===== src/rtl/tdisc_pkg.sv =====
// Shared definitions for the tape tone discriminator.
// Assumes: nothing beyond IEEE 1800-2017.
package tdisc_pkg;

    // Rate selection carried by the speed_slow pin.
    typedef enum logic {
        SPD_FAST = 1'b0,
        SPD_SLOW = 1'b1
    } speed_e;

    // Counter width able to hold the value n.
    function automatic int unsigned cnt_w(input int unsigned n);
        return (n < 2) ? 1 : $clog2(n + 1);
    endfunction

endpackage


===== src/rtl/tdisc_edge.sv =====
// Synchronizes the tone, detects both edge polarities and emits one-cycle
// events. An edge seen inside the hold-off window after an accepted event is
// dropped.
// Assumes: tone_in is asynchronous; PULSE_CYC >= 1.
module tdisc_edge #(
    parameter int unsigned PULSE_CYC = 6
) (
    input  logic clk,
    input  logic rst_n,
    input  logic tone_in,
    output logic ev_o
);
    import tdisc_pkg::*;

    localparam int unsigned HW = cnt_w(PULSE_CYC);

    logic          s_meta, s_sync, s_del;
    logic          edge_w;
    logic [HW-1:0] hold_q;

    // Two-stage synchronizer plus one delayed copy for edge compare.
    always_ff @(posedge clk) begin
        if (!rst_n) begin
            s_meta <= 1'b0;
            s_sync <= 1'b0;
            s_del  <= 1'b0;
        end else begin
            s_meta <= tone_in;
            s_sync <= s_meta;
            s_del  <= s_sync;
        end
    end

    // Either polarity of change is an edge.
    always_comb edge_w = s_sync ^ s_del;

    // Accept an edge only outside the hold-off window; emit a single strobe.
    always_ff @(posedge clk) begin
        if (!rst_n) begin
            hold_q <= '0;
            ev_o   <= 1'b0;
        end else if (edge_w && hold_q == '0) begin
            hold_q <= HW'(PULSE_CYC);
            ev_o   <= 1'b1;
        end else begin
            ev_o <= 1'b0;
            if (hold_q != '0)
                hold_q <= hold_q - 1'b1;
        end
    end

endmodule


===== src/rtl/tdisc_tick.sv =====
// Derives the effective timeout tick from the reference strobe: every strobe
// in fast mode, every SLOW_DIV-th strobe in slow mode.
// Assumes: ref_stb is a one-cycle pulse; SLOW_DIV >= 1.
module tdisc_tick #(
    parameter int unsigned SLOW_DIV = 4
) (
    input  logic clk,
    input  logic rst_n,
    input  logic ref_stb,
    input  logic slow,
    output logic tick_o
);
    import tdisc_pkg::*;

    localparam int unsigned PW = cnt_w(SLOW_DIV);

    generate
        if (SLOW_DIV <= 1) begin : g_nodiv
            // No division requested: the strobe is the tick in both modes.
            always_comb tick_o = ref_stb;
        end else begin : g_div
            logic [PW-1:0] pre_q;
            logic          wrap_w;

            // Last strobe of a prescaler round.
            always_comb wrap_w = (pre_q == PW'(SLOW_DIV - 1));

            // Count strobes modulo SLOW_DIV.
            always_ff @(posedge clk) begin
                if (!rst_n)
                    pre_q <= '0;
                else if (ref_stb)
                    pre_q <= wrap_w ? '0 : pre_q + 1'b1;
            end

            // Select the tick according to the rate.
            always_comb begin
                if (speed_e'(slow) == SPD_SLOW)
                    tick_o = ref_stb && wrap_w;
                else
                    tick_o = ref_stb;
            end
        end
    endgenerate

endmodule


===== src/rtl/tdisc_clkrec.sv =====
// Regenerated bit clock: set by an event while low, cleared after CNT_LIMIT
// effective ticks. Events while high are ignored. Also emits a strobe in
// the cycle after the clock falls.
// Assumes: ev and tick are one-cycle strobes; CNT_LIMIT >= 2.
module tdisc_clkrec #(
    parameter int unsigned CNT_LIMIT = 12
) (
    input  logic clk,
    input  logic rst_n,
    input  logic ev,
    input  logic tick,
    output logic rclk_o,
    output logic fall_o
);
    import tdisc_pkg::*;

    localparam int unsigned CW = cnt_w(CNT_LIMIT);

    logic [CW-1:0] cnt_q;
    logic          last_w;

    // Timeout reached on this tick.
    always_comb last_w = tick && (cnt_q == CW'(CNT_LIMIT - 1));

    // Set on event from low; count ticks while high; clear at the limit.
    always_ff @(posedge clk) begin
        if (!rst_n) begin
            rclk_o <= 1'b0;
            cnt_q  <= '0;
            fall_o <= 1'b0;
        end else if (!rclk_o) begin
            fall_o <= 1'b0;
            cnt_q  <= '0;
            if (ev)
                rclk_o <= 1'b1;
        end else begin
            fall_o <= last_w;
            if (last_w) begin
                rclk_o <= 1'b0;
                cnt_q  <= '0;
            end else if (tick) begin
                cnt_q <= cnt_q + 1'b1;
            end
        end
    end

endmodule


===== src/rtl/tdisc_decide.sv =====
// Mark/space decision: stores the clock level seen by each event and moves it
// to the serial output on the fall strobe.
// Assumes: rclk is the registered clock, so its value at an event is the
// value from before that event.
module tdisc_decide (
    input  logic clk,
    input  logic rst_n,
    input  logic ev,
    input  logic rclk,
    input  logic fall,
    output logic ser_o
);
    logic dec_q;

    // Record the clock level at each event.
    always_ff @(posedge clk) begin
        if (!rst_n)
            dec_q <= 1'b0;
        else if (ev)
            dec_q <= rclk;
    end

    // Publish the decision on the clock's falling edge; idle level is mark.
    always_ff @(posedge clk) begin
        if (!rst_n)
            ser_o <= 1'b1;
        else if (fall)
            ser_o <= dec_q;
    end

endmodule


===== src/rtl/tape_tone_disc.sv =====
// Top level: edge events -> regenerated bit clock -> mark/space decision.
// Assumes: ref_stb runs at 16 times the fast bit rate; the tone is already
// squared to logic levels.
module tape_tone_disc #(
    parameter int unsigned PULSE_CYC = 6,
    parameter int unsigned CNT_LIMIT = 12,
    parameter int unsigned SLOW_DIV  = 4
) (
    input  logic clk,
    input  logic rst_n,
    input  logic tone_in,
    input  logic ref_stb,
    input  logic speed_slow,
    output logic rclk_x1,
    output logic ser_data
);
    logic ev_w, tick_w, fall_w;

    tdisc_edge #(.PULSE_CYC(PULSE_CYC)) u_edge (
        .clk(clk), .rst_n(rst_n), .tone_in(tone_in), .ev_o(ev_w)
    );

    tdisc_tick #(.SLOW_DIV(SLOW_DIV)) u_tick (
        .clk(clk), .rst_n(rst_n), .ref_stb(ref_stb), .slow(speed_slow),
        .tick_o(tick_w)
    );

    tdisc_clkrec #(.CNT_LIMIT(CNT_LIMIT)) u_clkrec (
        .clk(clk), .rst_n(rst_n), .ev(ev_w), .tick(tick_w),
        .rclk_o(rclk_x1), .fall_o(fall_w)
    );

    tdisc_decide u_decide (
        .clk(clk), .rst_n(rst_n), .ev(ev_w), .rclk(rclk_x1), .fall(fall_w),
        .ser_o(ser_data)
    );

endmodule


===== config.mk =====
export PLATFORM = sky130hd
export DESIGN_NAME = tape_tone_disc
export DESIGN_NICKNAME = d
export VERILOG_FILES = /design/src/rtl/tdisc_pkg.sv /design/src/rtl/tdisc_edge.sv /design/src/rtl/tdisc_tick.sv /design/src/rtl/tdisc_clkrec.sv /design/src/rtl/tdisc_decide.sv /design/src/rtl/tape_tone_disc.sv
export SDC_FILE = /design/constraint.sdc
export NUM_CORES = 1
export LEC_CHECK = 0
export CORE_AREA = 2 2 39 41
export CTS_CLUSTER_SIZE = 12
export DETAILED_ROUTE_END_ITERATION = 8
export DIE_AREA = 0 0 41 43
export DONT_BUFFER_PORTS = 1
export MAX_ROUTING_LAYER = met4
export PLACE_DENSITY = 0.72
export SYNTH_ARGS = -nofsm -noshare
export SYNTH_HDL_FRONTEND = slang
export SYNTH_HIERARCHICAL = 1
export SYNTH_SLANG_ARGS = --single-unit
export TNS_END_PERCENT = 30

===== constraint.sdc =====
create_clock -name clk -period 4.11 [get_ports clk]
set_clock_uncertainty 0.2 [all_clocks]
set_input_delay 0.411 -clock clk [delete_from_list [all_inputs] [get_ports clk]]
set_output_delay 0.411 -clock clk [all_outputs]
set_load 0.05 [all_outputs]

==> impl_metrics.yaml <==
power_and_ir_drop:
  share_seq_of_total_power_pct: 51.2
  peakVddDrop_v: 0.000274
  intPower_mw: 0.301
  clkPwrFrac_pct: 25.6
  p_leak_nw: 0.332
  power_frac_comb_pct: 23.1
  p_per_area_nw_per_um2: 501
  switching_share_pct: 27.1
  switching_power_mw: 0.112
synthesis:
  synth_top_family_by_area: "simple AND/OR/NAND/NOR gates"
  synth_fa_ha_area_share_pct: 6.70
  synth_top_area_share_pct: 48.2
  syn_inst: 70
  synth_seq_cells: 18
  yosys.area_share.simple_pct: 26.5
  synth_compound_area_share_pct: 7.04
  synth_xor_area_share_pct: 4.69
  synth_ff_type: "dfxtp_1"
  synth_edf_count: 0
  synth_fp_nets: 79
  synth.distinct_cells: 26
  async_flop_share_pct: 0
  synth_area_leaders: "dfxtp_1, ha_1, mux2i_1, nor2b_1, xor2_1"
  synthMuxAreaShare_pct: 5.36
  yosysSeqAreaShare_pct: 48.2
  synth.avg_cell_area_um2: 10.7
  synth_warnings: 6
  synth_area_um2: 747
  yosysTopAreaCell: "dfxtp_1"
routing:
  drtAntennaViolNets: 0
  drt_iter0_drc: 3
  totalWireLength_um: 1190
  vias: 478
  route.detailed.wl_per_inst_um: 12.9
  firstDrtPassIters: 2
  vias_per_cell: 5.20
  drc: 0
finish:
  final_cell_mix: "dfxtp_1, nand2_1, nor2b_1"
  final_common_cell: "dfxtp_1"
  drive_above_1_share_pct: 13.2
  nets: 86
  stdcell_count: 92
  antennaDiodeCount: 0
  area_growth_pct: 10.2
hold_path:
  holdCritPathClass: "primary input to register"
  hold-path-endpoint: "u_tick/g_div.pre_q[2]"
  min-delay-start: "rst_n"
  hold_depth: 2
die:
  die_w_um: 41
  core_area_um2: 1380
  die-area_um2: 1760
  ios: 7
  die_h_um: 43
  rows: 14
  initial_core_util_pct: 54.0
sta:
  slew_headroom_pct: 55.4
  setup_viol: 0
  slew_violations: 0
  tightest_slew_ps: 663
  period_minus_slack_ps: 2010
  hold_viol_final: 0
  rsz0062_at_grt: "false"
  finalCritPeriodShare_pct: 48.8
  tns_ps: 0
  fmax_mhz: 498
grt:
  grt_max_degree: 18
  grt_pass1_vias: 505
  grt.total_usage_pct: 18.4
  antenna_found_initial: 0
  grt_pass1_wl_um: 2100
  grt-ovfl-total: 0
placed_design:
  dp_hpwl_um: 853
  dp_cells: 86
  place.gp.congestion: 0.608
  port_buffers: 0
cts:
  cts_post_setup_buffers_inserted: 0
  clk_pin_slew_worst_paths_ps: 100
  cts_buffer_depth: 2
  cts_sinks: 18
  cts_buffers: 3
  cts_tree: "built"
  cts-root-buf: "clkbuf_4"
  clock_latency_ps: 280
  cts_max_level: 1
worst_setup_path:
  cp-end-kind: "register"
  start_kind: "register"
  reg2reg_to: "u_clkrec/rclk_o"
  worstPathRequired_ps: 4070
  r2r-start: "u_tick/g_div.pre_q[0]"
  r2r_setup_slack_ps: 2100
  path_class: "register to register"
  r2r_cells: 6
  cp_max_fo: 5
  crit_arrival_ps: 1970
status:
  status: "finished clean"
flow_run:
  cap_violations: 0
## power by group through the flow
stage / Clock [mW] / Sequential, mW / Combinational, mW
2_1_floorplan: 0 / 0.211 / 0.0784
3_3_place_gp: 0 / 0.215 / 0.0893
3_5_place_dp: 0 / 0.215 / 0.0927
4_1_cts: 0.108 / 0.211 / 0.0961
5_1_grt: 0.116 / 0.215 / 0.109
6_report: 0.106 / 0.211 / 0.0954
## what timing repair did
action	4_1_cts	5_1_grt
hold endpoints to repair	2	0
hold buffers	2	0
gates resized for setup	0	0
## state kept, by name, indices dropped and copies added (netlist names)
name                flops
u_edge/s_meta           1
u_decide/dec_q          1
u_clkrec/cnt_q          4
u_decide/ser_o          1
u_edge/hold_q           3
u_edge/s_del            1
u_tick/g_div.pre_q      3
u_clkrec/fall_o         1
u_edge/s_sync           1
u_clkrec/rclk_o         1
u_edge/ev_o             1
## worst max-delay path by stage
stage                                from         endpoint  slack [ps]  depth (start not counted)
global placement    u_tick/g_div.pre_q[0]  u_clkrec/rclk_o        2230                          6
global route        u_tick/g_div.pre_q[0]  u_clkrec/rclk_o        1940                          6
detailed placement  u_tick/g_div.pre_q[0]  u_clkrec/rclk_o        2130                          6
finish              u_tick/g_div.pre_q[0]  u_clkrec/rclk_o        2100                          6
floorplan           u_tick/g_div.pre_q[0]  u_clkrec/rclk_o        2330                          6
CTS                 u_tick/g_div.pre_q[0]  u_clkrec/rclk_o        2110                          6
## stage by stage
stage	hold slack, ps	worst slack, ps	util [%]	area (µm²)	power (mW)
2_1_floorplan	212	2330	-	747	0.290
3_3_place_gp	218	2230	55.4	767	0.304
3_5_place_dp	220	2130	55.4	767	0.308
4_1_cts	34.8	2110	59.5	823	0.416
5_1_grt	24.8	1940	59.5	823	0.440
6_report	44.3	2100	59.5	823	0.413
## final cells by class
cell class / count / area, µm²
clock buffers: 4 / 36.3
inverters: 3 / 11.3
flip-flops and latches: 18 / 360
fillers: 130 / 561
well taps: 16 / 20.0
repair buffers: 2 / 20.0
multi-input cells: 49 / 375
## worst max-delay path, cell delays in order (launching register included)
cell,delay [ps]
dfxtp_1,360
ha_1,220
nand2b_4,60
a21boi_0,540
nand4b_1,240
nand3_2,190
o21ai_2,60
## Yosys cell counts (all sizes together) (2+ instances only)
cell type   n
nor2        5
a21oi       2
dfxtp      18
and2        4
nand2b      2
nand4b      2
nand2       5
mux2i       4
xor2        3
ha          4
and3b       2
nor2b       5
inv         3
## logic make-up after synthesis
| logic type | count (synthesis) |
|---|---|
| adder cells (fa/ha/maj) | 4 |
| XOR/XNOR | 4 |
| flip-flops | 18 |
| AND/OR/NAND/NOR | 30 |
| buffers and inverters | 3 |
| AO/OA/AOI/OAI | 7 |
| multiplexers | 4 |
## layer usage
metal | GRT usage, % | routed length (µm) | vias up
li1 | - | - | 251
met1 | 20.8 | 504 | 224
met2 | 28.7 | 666 | 3
met3 | 5.24 | 20 | 0
met4 | 8.00 | 0 | 0
met5 | - | 0 | -
No activity file was read; power rests on OpenSTA's default activity.
